==> src/rtl/osd_fe_pkg.sv <==
package osd_fe_pkg;
  typedef enum logic [1:0] {
    RUN_OFF   = 2'd0,
    RUN_ARMED = 2'd1,
    RUN_ON    = 2'd2
  } run_state_t;

  function automatic int flat_index(input int row, input int col, input int cols);
    return row * cols + col;
  endfunction

  function automatic bit in_window(input int v, input int base, input int n);
    return (v >= base) && (v < base + n);
  endfunction
endpackage

==> src/rtl/osd_fe_decode.sv <==
module osd_fe_decode #(
  parameter int PAGE_W     = 8,
  parameter int OFS_W      = 6,
  parameter int ROWS       = 5,
  parameter int COLS       = 16,
  parameter int CTRL_N     = 5,
  parameter int CTRL_BASE  = 16,
  parameter int ENABLE_OFS = 23,
  parameter int PAGE_LO    = 32,
  parameter int PAGE_HI    = 64,
  parameter int IDX_W      = 7,
  parameter int CI_W       = 3
) (
  input  logic [PAGE_W-1:0] page,
  input  logic [OFS_W-1:0]  ofs,
  output logic              hit_ram,
  output logic [IDX_W-1:0]  ram_idx,
  output logic              hit_ctrl,
  output logic [CI_W-1:0]   ctrl_idx,
  output logic              hit_en
);
  import osd_fe_pkg::*;

  localparam int LO_ROWS  = (1 << OFS_W) / COLS;
  localparam int LO_BYTES = LO_ROWS * COLS;
  localparam int HI_BYTES = (ROWS - LO_ROWS) * COLS;

  int ofs_i;
  int page_i;

  always_comb begin
    ofs_i    = int'(ofs);
    page_i   = int'(page);
    hit_ram  = 1'b0;
    ram_idx  = '0;
    hit_ctrl = 1'b0;
    ctrl_idx = '0;
    hit_en   = 1'b0;
    if (page_i == PAGE_LO) begin
      hit_ram = in_window(ofs_i, 0, LO_BYTES);
      ram_idx = IDX_W'(ofs_i);
    end else if (page_i == PAGE_HI) begin
      if (in_window(ofs_i, 0, HI_BYTES)) begin
        hit_ram = 1'b1;
        ram_idx = IDX_W'(LO_BYTES + ofs_i);
      end else if (in_window(ofs_i, CTRL_BASE, CTRL_N)) begin
        hit_ctrl = 1'b1;
        ctrl_idx = CI_W'(ofs_i - CTRL_BASE);
      end else if (ofs_i == ENABLE_OFS) begin
        hit_en = 1'b1;
      end
    end
  end
endmodule

==> src/rtl/osd_fe_charram.sv <==
module osd_fe_charram #(
  parameter int ROWS  = 5,
  parameter int COLS  = 16,
  parameter int DW    = 8,
  parameter int IDX_W = 7,
  parameter int ROW_W = 3,
  parameter int COL_W = 4
) (
  input  logic             clk,
  input  logic             rst_n,
  input  logic             we,
  input  logic [IDX_W-1:0] widx,
  input  logic [DW-1:0]    wdata,
  input  logic [ROW_W-1:0] rd_row,
  input  logic [COL_W-1:0] rd_col,
  output logic [DW-1:0]    rd_data
);
  import osd_fe_pkg::*;

  localparam int DEPTH = ROWS * COLS;

  logic [DW-1:0]    mem [DEPTH];
  logic             rd_ok;
  logic [IDX_W-1:0] ridx;

  assign rd_ok = int'(rd_row) < ROWS;
  assign ridx  = IDX_W'(flat_index(int'(rd_row), int'(rd_col), COLS));

  always_ff @(posedge clk) begin
    if (!rst_n) begin
      for (int i = 0; i < DEPTH; i++) mem[i] <= '0;
      rd_data <= '0;
    end else begin
      if (we) mem[widx] <= wdata;
      rd_data <= rd_ok ? mem[ridx] : '0;
    end
  end
endmodule

==> src/rtl/osd_fe_runctl.sv <==
module osd_fe_runctl #(
  parameter int SYNC_STAGES = 2
) (
  input  logic                    clk,
  input  logic                    rst_n,
  input  logic                    en_we,
  input  logic                    en_val,
  input  logic                    vsync,
  output logic                    en_q,
  output logic                    vs_rise,
  output osd_fe_pkg::run_state_t  state
);
  import osd_fe_pkg::*;

  logic [SYNC_STAGES:0] vs_q;

  assign vs_rise = vs_q[SYNC_STAGES-1] & ~vs_q[SYNC_STAGES];

  always_ff @(posedge clk) begin
    if (!rst_n) begin
      vs_q  <= '0;
      en_q  <= 1'b0;
      state <= RUN_OFF;
    end else begin
      vs_q <= {vs_q[SYNC_STAGES-1:0], vsync};
      if (en_we) en_q <= en_val;
      if (en_we && !en_val) begin
        state <= RUN_OFF;
      end else begin
        case (state)
          RUN_OFF:   if (en_we && en_val) state <= RUN_ARMED;
          RUN_ARMED: if (vs_rise) state <= RUN_ON;
          default:   state <= state;
        endcase
      end
    end
  end
endmodule

==> src/rtl/osd_frontend.sv <==
module osd_frontend #(
  parameter int PAGE_W      = 8,
  parameter int OFS_W       = 6,
  parameter int DW          = 8,
  parameter int ROWS        = 5,
  parameter int COLS        = 16,
  parameter int CTRL_N      = 5,
  parameter int CTRL_BASE   = 16,
  parameter int ENABLE_OFS  = 23,
  parameter int PAGE_LO     = 32,
  parameter int PAGE_HI     = 64,
  parameter int SYNC_STAGES = 2,
  localparam int ROW_W      = $clog2(ROWS),
  localparam int COL_W      = $clog2(COLS)
) (
  input  logic                 clk,
  input  logic                 rst_n,
  input  logic                 cpu_wr,
  input  logic [PAGE_W-1:0]    cpu_page,
  input  logic [OFS_W-1:0]     cpu_ofs,
  input  logic [DW-1:0]        cpu_wdata,
  input  logic                 vsync,
  input  logic [ROW_W-1:0]     rd_row,
  input  logic [COL_W-1:0]     rd_col,
  output logic [DW-1:0]        rd_data,
  output logic [CTRL_N*DW-1:0] ctrl_bytes,
  output logic                 enable_bit,
  output logic                 disp_active,
  output logic                 wr_err
);
  import osd_fe_pkg::*;

  localparam int IDX_W = $clog2(ROWS * COLS);
  localparam int CI_W  = (CTRL_N > 1) ? $clog2(CTRL_N) : 1;

  logic             hit_ram, hit_ctrl, hit_en;
  logic [IDX_W-1:0] ram_idx;
  logic [CI_W-1:0]  ctrl_idx;
  logic             ram_we, ctrl_we, en_we;
  logic             wr_locked, en_clear_wr, vs_rise;
  run_state_t       run_state;

  osd_fe_decode #(
    .PAGE_W(PAGE_W), .OFS_W(OFS_W), .ROWS(ROWS), .COLS(COLS),
    .CTRL_N(CTRL_N), .CTRL_BASE(CTRL_BASE), .ENABLE_OFS(ENABLE_OFS),
    .PAGE_LO(PAGE_LO), .PAGE_HI(PAGE_HI), .IDX_W(IDX_W), .CI_W(CI_W)
  ) u_dec (
    .page(cpu_page), .ofs(cpu_ofs),
    .hit_ram(hit_ram), .ram_idx(ram_idx),
    .hit_ctrl(hit_ctrl), .ctrl_idx(ctrl_idx), .hit_en(hit_en)
  );

  // Locked whenever the enable bit is set (armed or running).
  assign wr_locked   = cpu_wr & (hit_ram | hit_ctrl) & enable_bit;
  assign ram_we      = cpu_wr & hit_ram  & ~enable_bit;
  assign ctrl_we     = cpu_wr & hit_ctrl & ~enable_bit;
  assign en_we       = cpu_wr & hit_en;
  assign en_clear_wr = en_we & ~cpu_wdata[0];

  osd_fe_charram #(
    .ROWS(ROWS), .COLS(COLS), .DW(DW), .IDX_W(IDX_W),
    .ROW_W(ROW_W), .COL_W(COL_W)
  ) u_ram (
    .clk(clk), .rst_n(rst_n), .we(ram_we), .widx(ram_idx), .wdata(cpu_wdata),
    .rd_row(rd_row), .rd_col(rd_col), .rd_data(rd_data)
  );

  osd_fe_runctl #(.SYNC_STAGES(SYNC_STAGES)) u_run (
    .clk(clk), .rst_n(rst_n), .en_we(en_we), .en_val(cpu_wdata[0]),
    .vsync(vsync), .en_q(enable_bit), .vs_rise(vs_rise), .state(run_state)
  );

  assign disp_active = (run_state == RUN_ON);

  for (genvar g = 0; g < CTRL_N; g++) begin : g_ctrl
    logic [DW-1:0] q;
    always_ff @(posedge clk) begin
      if (!rst_n) q <= '0;
      else if (ctrl_we && (ctrl_idx == CI_W'(g))) q <= cpu_wdata;
    end
    assign ctrl_bytes[g*DW +: DW] = q;
  end

  always_ff @(posedge clk) begin
    if (!rst_n)         wr_err <= 1'b0;
    else if (wr_locked) wr_err <= 1'b1;
  end
endmodule

==> config.mk <==
export PLATFORM = sky130hd
export DESIGN_NAME = osd_frontend
export DESIGN_NICKNAME = d
export VERILOG_FILES = /design/src/rtl/osd_fe_pkg.sv /design/src/rtl/osd_fe_decode.sv /design/src/rtl/osd_fe_charram.sv /design/src/rtl/osd_fe_runctl.sv /design/src/rtl/osd_frontend.sv
export SDC_FILE = /design/constraint.sdc
export NUM_CORES = 1
export LEC_CHECK = 0
export ABC_CLOCK_PERIOD_IN_PS = 2500
export BUFFER_PORTS_ARGS = -buffer_cell sky130_fd_sc_hd__buf_2
export CAP_MARGIN = 10
export CORE_MARGIN = 1
export CORE_UTILIZATION = 45
export CTS_CLUSTER_DIAMETER = 80
export DETAILED_ROUTE_END_ITERATION = 12
export PLACE_DENSITY_LB_ADDON = 0.05
export RECOVER_POWER = 50
export REMOVE_ABC_BUFFERS = 1
export SYNTH_ARGS = -nofsm -noshare
export SYNTH_HDL_FRONTEND = slang
export SYNTH_SLANG_ARGS = --single-unit
==> constraint.sdc <==
create_clock -name clk -period 2.5 [get_ports clk]
set_input_delay 0.375 -clock clk [delete_from_list [all_inputs] [get_ports clk]]
set_output_delay 0.375 -clock clk [all_outputs]
set_load 0.05 [all_outputs]
Yosys cells after proc, flatten, opt, wreduce, memory -nomap -nowiden. Memory sizes are Yosys's and may differ from the RTL's. A register that Yosys moved wholly into a read port is not among the register bits. Index checks and enable logic that the tools add are counted.

Flip-flop bits (word level): 47. Bits in writable memories: 640. Bits of input ports: 33. Output and inout bits: 51. Logic and storage cells: 86. Memories kept: 1.

Memory list: u_ram.mem (depth 80, width 8, read ports 1, clocked after Yosys merged registers in 1, write ports 80, RTL line osd_fe_charram.sv:22) `logic [DW-1:0] mem [DEPTH];`.

Add/sub/neg operators: 3. Order comparisons: 4. Equality and inequality tests: 11. Mux-type cells: 29. Bitwise gates (word level): 12. Reductions and logical operators: 17.

Operator list (number): $mux W7 (4); $mux W1 (17); $lt A6 B5 Y1 const B (2); $mux W3 (4); $and A1 B1 Y1 (8); $eq A8 B7 Y1 const B (1); $eq A8 B8 Y1 const B (1); $logic_and A1 B1 Y1 (8); $mux W8 (1); $reduce_or A8 Y1 (1); $add A7 B4 Y7 (1); $add A7 B6 Y7 const A (1); $eq A3 B2 Y1 const B (2); $eq A6 B6 Y1 const B (1); $ge A6 B5 Y1 const B (1); $mux W2 (2); $ne A2 B1 Y1 const B (2); $pmux W2 S2 (1); $eq A3 B1 Y1 const B (1); $eq A3 B3 Y1 const B (1); $logic_not A3 Y1 (1); $lt A3 B3 Y1 const B (1); $not A1 Y1 (3); $reduce_and A3 Y1 (1); 9 further kinds (10).

Logic depth before layout (Yosys ltp). Gate-level depths: netlist (run 1).

Depth in word-level cells: 11. Depth in mapped cells: 10. Gate-level depth less buffers: 5.

By module. From an unflattened synthesis (run 1), not the netlist that was laid out.

Cells, all modules: 2176. Area total of the unflattened synthesis: 31946.9 um^2.

Modules (own cells, without submodules): osd_fe_charram (instances 1, cells an instance 1972, area an instance 29892.4 um^2, sequential area each 19378.6 um^2); osd_frontend (instances 1, cells an instance 151, area an instance 1577.8 um^2, sequential area each 820.8 um^2); osd_fe_decode (instances 1, cells an instance 32, area an instance 249.0 um^2, sequential area each 0.0 um^2); osd_fe_runctl (instances 1, cells an instance 21, area an instance 227.7 um^2, sequential area each 120.1 um^2).

Worst setup path after synthesis (run 1). No wires, ideal clock.

Kind: reg2reg. Start: register u_run.en_q. End: memory u_ram.mem[11][0], enable pin. Library setup time: 384 ps. Arrival: 2290 ps. Required time: 2116 ps. Slack: -174 ps. Stages on the path, launching flop included: 7. Path buffers: 2. Clock period less this slack: 2674 ps. Path through: dfxtp_1 -> clkbuf_2 -> and3b_1 -> o2111ai_1 -> or3_1 -> clkbuf_1 -> o21ai_0.

RTL lines: start, declared (RTL line osd_fe_runctl.sv:9) `output logic en_q,`; start signal, assigned (RTL line osd_fe_runctl.sv:26) `if (en_we) en_q <= en_val;`; end, declared (RTL line osd_fe_charram.sv:22).

==> results of run 1 <==
==> worst min-delay path by stage <==
stage             startpoint             end  slack (ns)  depth (start not counted)
2_1_floorplan  u_run.vs_q[0]   u_run.vs_q[1]        0.41                          1
3_3_place_gp   u_run.vs_q[0]   u_run.vs_q[1]        0.42                          1
3_5_place_dp   u_run.vs_q[0]   u_run.vs_q[1]        0.42                          1
4_1_cts         cpu_wdata[3]  g_ctrl[2].q[3]        0.12                          3
5_1_grt         cpu_wdata[4]  g_ctrl[0].q[4]        0.17                          3
6_report        cpu_wdata[4]  g_ctrl[0].q[4]        0.16                          3
==> routing by layer <==
layer,up-vias,global-route usage [%]
met1,9926,35.1
met5,-,0
met4,0,6.39
met3,106,3.82
li1,8953,-
met2,589,39.9
==> power groups by stage <==
| stage | Sequential, W | Combinational [W] | Clock (W) |
|---|---|---|---|
| floorplan | 0.0134 | 0.000741 | 0 |
| global placement | 0.0134 | 0.00191 | 0 |
| detailed placement | 0.0134 | 0.00192 | 0 |
| CTS | 0.0132 | 0.00193 | 0.0113 |
| global route | 0.0132 | 0.00201 | 0.0118 |
| finish | 0.0132 | 0.00189 | 0.0111 |
==> per-stage QoR <==
stage | power, W | TNS, ns
3_3_place_gp | 0.0153 | -7.53
3_5_place_dp | 0.0153 | -8.37
5_1_grt | 0.0269 | 0
4_1_cts | 0.0264 | 0
2_1_floorplan | 0.0141 | -111.67
6_report | 0.0262 | 0
==> registers in the layout, summed over array words and instances (netlist names) <==
| name | flops |
|---|---|
| g_ctrl.q | 40 |
| u_ram.mem | 640 |
| u_ram.rd_data | 8 |
| u_run.en_q | 1 |
| u_run.state | 2 |
| u_run.vs_q | 3 |
| wr_err | 1 |
==> worst min-delay path, cell delays in order <==
cell and delay, ns:
sky130_fd_sc_hd__buf_4 0.19, sky130_fd_sc_hd__nand3_1 0.09, sky130_fd_sc_hd__a21boi_1 0.05
==> timing repair <==
| action | 4_1_cts | 5_1_grt |
|---|---|---|
| endpoints found under the hold margin | 1 | 0 |
| buffers inserted | 0 | 0 |
| resized for setup | 2 | 0 |
| endpoints found under the setup margin | 2 | 0 |
| hold buffers | 1 | 0 |
==> cell families after synthesis <==
group	after synthesis	share of synthesized area (%)
multiplexers	260	12.5
AO/OA/AOI/OAI	255	5.05
buffers and inverters	186	2.70
AND/OR/NAND/NOR	906	17.0
flip-flops	695	62.7
==> cells in the mapped netlist (29+ instances only) <==
library cell                 n  area (sq um)
sky130_fd_sc_hd__edfxtp_1  640         19200
sky130_fd_sc_hd__and2_1    630          3940
sky130_fd_sc_hd__clkbuf_1  123           462
sky130_fd_sc_hd__mux4_2    112          2520
sky130_fd_sc_hd__o21ai_0   108           541
sky130_fd_sc_hd__mux2i_1    98           981
sky130_fd_sc_hd__nor2_1     65           244
sky130_fd_sc_hd__dfxtp_1    55          1100
sky130_fd_sc_hd__mux2_2     50           563
sky130_fd_sc_hd__nor2_2     44           275
sky130_fd_sc_hd__nor2b_1    40           250
sky130_fd_sc_hd__nand3_1    35           175
sky130_fd_sc_hd__a211oi_1   29           218
==> layout make-up <==
class | count | share of cell area [%]
clock inverters | 34 | 0.829
diodes | 3 | 0.0200
inverters | 3 | 0.0300
repair buffers | 342 | 6.55
well taps | 950 | 3.16
clock buffers | 108 | 5.72
multi-input cells | 1421 | 29.6
flip-flops and latches | 695 | 54.1
==> run summary, run 1 <==
### Run status
• finished, final reports clean — status

### Floorplanning
• 45.4% — Starting Density
• 270 microns — floorplan die width
• 0.0731 sq mm — Die Outline Area
• 0.0714 sq mm — core outline area
• 98 — Placement Rows
• 270 microns — DIE HEIGHT
• 84 — I/O pin total

### Critical path
• sky130_fd_sc_hd__a2111oi_1 — slowest cell on the critical path
• 2.89 ns — data arrival at the endpoint of the critical path
• 1 — buffers and inverters on the worst path
• 1 — maximum fanout encountered on the critical timing path
• multiplexers — family with the most delay on the worst path
• 0.09 ns — r2r setup slk
• 0.68 ns — delay contributed by the slowest stage of the critical path
• 2.98 ns — required time of the critical path
• u_ram.mem[47][0] — origin of the critical flop-to-flop path
• mux4_2, mux2i_1, nor2_1, a2111oi_1, buf_4, o2111ai_1 — crit path cell chain
• reg2reg — WS Path Type
• register — critical path endpoint category
• 6 — reg2reg path depth
• register — Setup crit start kind
• 6 — Crit path depth
• u_ram.rd_data[0] — Reg2Reg Capture Point
• u_ram.mem[47][0] — worst setup path startpoint
• u_ram.rd_data[0] — last element of the critical path

### Detailed routing
• 5.50 — Vias per Instance
• 89.8 mm — Routed Wire Length
• 5 — Detailed Routing Iterations Pass 1
• 25.2 microns — average wire length per cell after detail routing
• 1880 — count of routing violations after the opening detailed-route iteration
• 40.5 mm — routed length on met1
• 0 — DRC violations left
• 19.6k — total via count in the routed design
• 42.4 mm — routed wl met2
• met4 — highest routed layer
• 5.05 mm — sum of met3 wire segment lengths after detailed routing
• 0 — number of nets still failing antenna checks after routing

### Power and ir drop
• 42.5% — portion of total power attributed to the clock network
• 0.0203 W — internal cell power
• 0.00589 W — switching pwr
• 22.5% — switching share of power
• 7.2% — Combinational Power Share
• 50.3% — sequential share of power
• 696 mW/mm^2 — PwrDens
• 13.6 nW — leakage power
• 0.452 mV — peak ir drop on the vdd network

### Cells and area
• 640 x sky130_fd_sc_hd__edfxtp_1, 453 x sky130_fd_sc_hd__and2_1, 181 x sky130_fd_sc_hd__buf_4, 177 x sky130_fd_sc_hd__and2_0, 112 x sky130_fd_sc_hd__mux4_2 — top library cells by usage in the layout, fill and taps aside
• sky130_fd_sc_hd__edfxtp_1 — most common cell after layout, fill and taps aside
• 0.0203 sq mm — sequential cell area
• 6134 — # fillers
• 0.0376 sq mm — Final Instance Area
• 15.9% — Syn-to-layout area delta
• 2573 — number of nets at the end of the flow
• 52.7% — Util after Layout
• 21.3% — layout cell share with drive strength beyond 1
• 0.0111 sq mm — Multi-input gate area
• 3556 — Non-Filler Instances

### Global route
• 24.8% — global-route total usage across every layer
• 103 — largest net degree at the start of global routing
• 133 mm — wire length of the first global-routing pass
• 19.9k — number of global-route vias before repair
• 0 — sum of overflow across all layers after global routing
• 2 — antenna violations before repair

### STA
• 0 — number of failing setup endpoints in the final timing report
• 2.41 ns — clock period minus final worst setup slack
• 1.22 ns — slew of the pin with the lowest slew margin
• 96.3% — final worst-path cycle share
• 0.0935 ns — final setup margin
• 0 — number of pins with negative max-slew slack in the final report
• 0 — Final Hold Violating Endpoints
• 0.0171 ns — worst-case clock skew
• 0.163 ns — hold slack
• 416 MHz — Fmax achieved
• no — setup repair after global routing missed its margin
• 18.4% — slew margin rel.

### Synthesis
• sky130_fd_sc_hd__edfxtp_1 — leading register cell type out of synthesis
• 0.0324 sq mm — synthesized area
• 59 — distinct cell type count of the synthesized netlist
• 62.7% — fraction of the yosys area taken by sequential cells
• 0 — synth warn
• 0% — Synth async-reset ratio
• 14.1 sq um — average size of a mapped cell
• 695 — register bit total from synthesis
• 2302 — Cells after Synth
• 640 — number of flops mapped to enable cells by yosys

### Clocking
• 3 — total number of H-tree levels
• 3 — clock buffer depth
• 0.06 ns — Clock transition at path regs
• done — CTS tree
• 695 — clock sink total
• 0.62 ns — clock latency reported for the late side of the worst-skew pair
• 77 — number of clock buffers inserted by TritonCTS
• sky130_fd_sc_hd__clkbuf_16 — clk root buf

### Worst hold path
• in2reg — class of the tightest hold or removal check

### Placement
• 3410 — placed cell count
• 0.830 — final RePlAce weighted congestion
• 83 — input/output buffers
• 60.6 mm — Final HPWL DP
• 0.0355 sq mm — Post-Place Cell Area
• -0.706 ns — Place WS

### Flow run
• 0 — max-capacitance violation count

Note: power is estimated with default switching activity, not from simulation.
==> inputs of run 2 (changes only) <==
- RECOVER_POWER: 50 -> 100
==> run summary, run 2 (synthesized netlist as in run 1, its figures left out) <==
### Clocking
• 695 — clock sink total
• sky130_fd_sc_hd__clkbuf_16 — clk root buf
• 0 — post-CTS setup buffers
• 3 — clock buffer depth
• 77 — number of clock buffers inserted by TritonCTS
• done — CTS tree
• 3 — total number of H-tree levels
• 0.62 ns — clock latency reported for the late side of the worst-skew pair
• 0.06 ns — Clock transition at path regs

### Global route
• 103 — largest net degree at the start of global routing
• 19.9k — number of global-route vias before repair
• 24.8% — global-route total usage across every layer
• 133 mm — wire length of the first global-routing pass
• 2 — antenna violations before repair
• 0 — sum of overflow across all layers after global routing

### Floorplanning
• 0.0731 sq mm — Die Outline Area
• 0.0714 sq mm — core outline area
• 270 microns — DIE HEIGHT
• 84 — I/O pin total
• 98 — Placement Rows
• 270 microns — floorplan die width
• 45.4% — Starting Density

### Detailed routing
• 5.50 — Vias per Instance
• 89.7 mm — Routed Wire Length
• 5 — Detailed Routing Iterations Pass 1
• 25.2 microns — average wire length per cell after detail routing
• 0 — number of nets still failing antenna checks after routing
• 0 — DRC violations left
• 1718 — count of routing violations after the opening detailed-route iteration
• 19.6k — total via count in the routed design

### Cells and area
• u_ram.mem — Most flops, register
• u_ram.mem x640, g_ctrl.q x40, u_ram.rd_data x8 — registers with the highest flip-flop counts
• 0.0111 sq mm — Multi-input gate area
• sky130_fd_sc_hd__edfxtp_1 — most common cell after layout, fill and taps aside
• 640 x sky130_fd_sc_hd__edfxtp_1, 331 x sky130_fd_sc_hd__and2_0, 299 x sky130_fd_sc_hd__and2_1, 125 x sky130_fd_sc_hd__clkbuf_1, 117 x sky130_fd_sc_hd__buf_4 — top library cells by usage in the layout, fill and taps aside
• 640 — flip-flop count of the largest register after layout
• 2573 — number of nets at the end of the flow
• 6181 — # fillers
• 0.0203 sq mm — sequential cell area
• 19.9% — layout cell share with drive strength beyond 1
• 3555 — Non-Filler Instances
• 15.1% — Syn-to-layout area delta

### Critical path
• input pin — Setup crit start kind
• 2.92 ns — data arrival at the endpoint of the critical path
• 2.98 ns — required time of the critical path
• 17 — maximum fanout encountered on the critical timing path
• register — critical path endpoint category
• in2reg — WS Path Type

### STA
• 97.8% — final worst-path cycle share
• 2.44 ns — clock period minus final worst setup slack
• no — setup repair after global routing missed its margin
• 0 ns — Setup Total Neg Slack
• 0 — number of pins with negative max-slew slack in the final report
• 0 — number of failing setup endpoints in the final timing report
• 0 — Final Hold Violating Endpoints
• 0.161 ns — hold slack
• 1.21 ns — slew of the pin with the lowest slew margin
• 409 MHz — Fmax achieved
• 19.6% — slew margin rel.
• 0.0151 ns — worst-case clock skew

### Placement
• 3410 — placed cell count
• 0.830 — final RePlAce weighted congestion
• 83 — input/output buffers
• 60.6 mm — Final HPWL DP

### Power and ir drop
• 13.3 nW — leakage power
• 0.451 mV — peak ir drop on the vdd network
• 700 mW/mm^2 — PwrDens

### Worst hold path
• in2reg — class of the tightest hold or removal check

### Run status
• finished, final reports clean — status

### Flow run
• 0 — max-capacitance violation count

## run 2: cell count changes in the layout (fill, tap and decap cells not counted), sizes merged
cell,delta
diode,-1
buf,-62
clkbuf,+62
## run 2: layout make-up
cell class	instances	area share, %
Timing Repair Buffer	342	6.06
Clock buffer	108	5.75
Inverter	3	0.0302
Clock inverter	34	0.834
Antenna cell	2	0.0134
Sequential cell	695	54.4
Tap cell	950	3.18
Multi-Input combinational cell	1421	29.7
## run 2: per-layer routing
layer | up-vias | global-route usage [%] | wire length [microns]
li1 | 8955 | - | -
met1 | 9873 | 35.1 | 40300
met2 | 621 | 39.9 | 42500
met3 | 102 | 3.82 | 5170
met4 | 0 | 6.39 | 1770
met5 | - | 0 | 0
## run 2: per-stage QoR
step | area (sq um) | util, % | worst slack, ns | total power (W)
after floorplan | 31600 | - | -0.381 | 0.0141
after global placement | 35500 | 49.8 | -0.778 | 0.0153
after detailed placement | 35500 | 49.8 | -0.706 | 0.0153
after CTS | 38000 | 53.3 | 0.0366 | 0.0264
after global routing | 37300 | 52.3 | 0.0142 | 0.0269
final | 37300 | 52.3 | 0.0556 | 0.0261
## run 2: worst max-delay path, cell delays in order
cell                        delay [ns]
sky130_fd_sc_hd__buf_6            0.34
sky130_fd_sc_hd__buf_4            0.33
sky130_fd_sc_hd__mux2_2           0.36
sky130_fd_sc_hd__o22ai_1          0.25
sky130_fd_sc_hd__a211oi_1         0.11
sky130_fd_sc_hd__a2111oi_1        0.76
sky130_fd_sc_hd__buf_4            0.23
sky130_fd_sc_hd__o2111ai_1        0.10
## run 2: final timing paths
check,startpoint,endpoint,slack (ns),cells after the start
worst max register to register,u_ram.mem[47][4],u_ram.rd_data[4],0.09,6
worst max-delay path,rd_col[0],u_ram.rd_data[4],0.06,8
worst min-delay path,cpu_wdata[4],g_ctrl[0].q[4],0.16,3
worst min register to register,u_run.vs_q[0],u_run.vs_q[1],0.43,1
## run 2: what timing repair did
action,CTS,global route
endpoints found under the hold margin,1,0
endpoints found under the setup margin,2,0
resized for setup,2,0
hold buffers,1,0
## run 2: where the power goes
part	leakage [nW]	switching (W)	internal, W	total (W)
Sequential	7.05	0.000137	0.0130	0.0132
Combinational	5.07	0.00116	0.000696	0.00185
Clock	1.19	0.00459	0.00653	0.0111
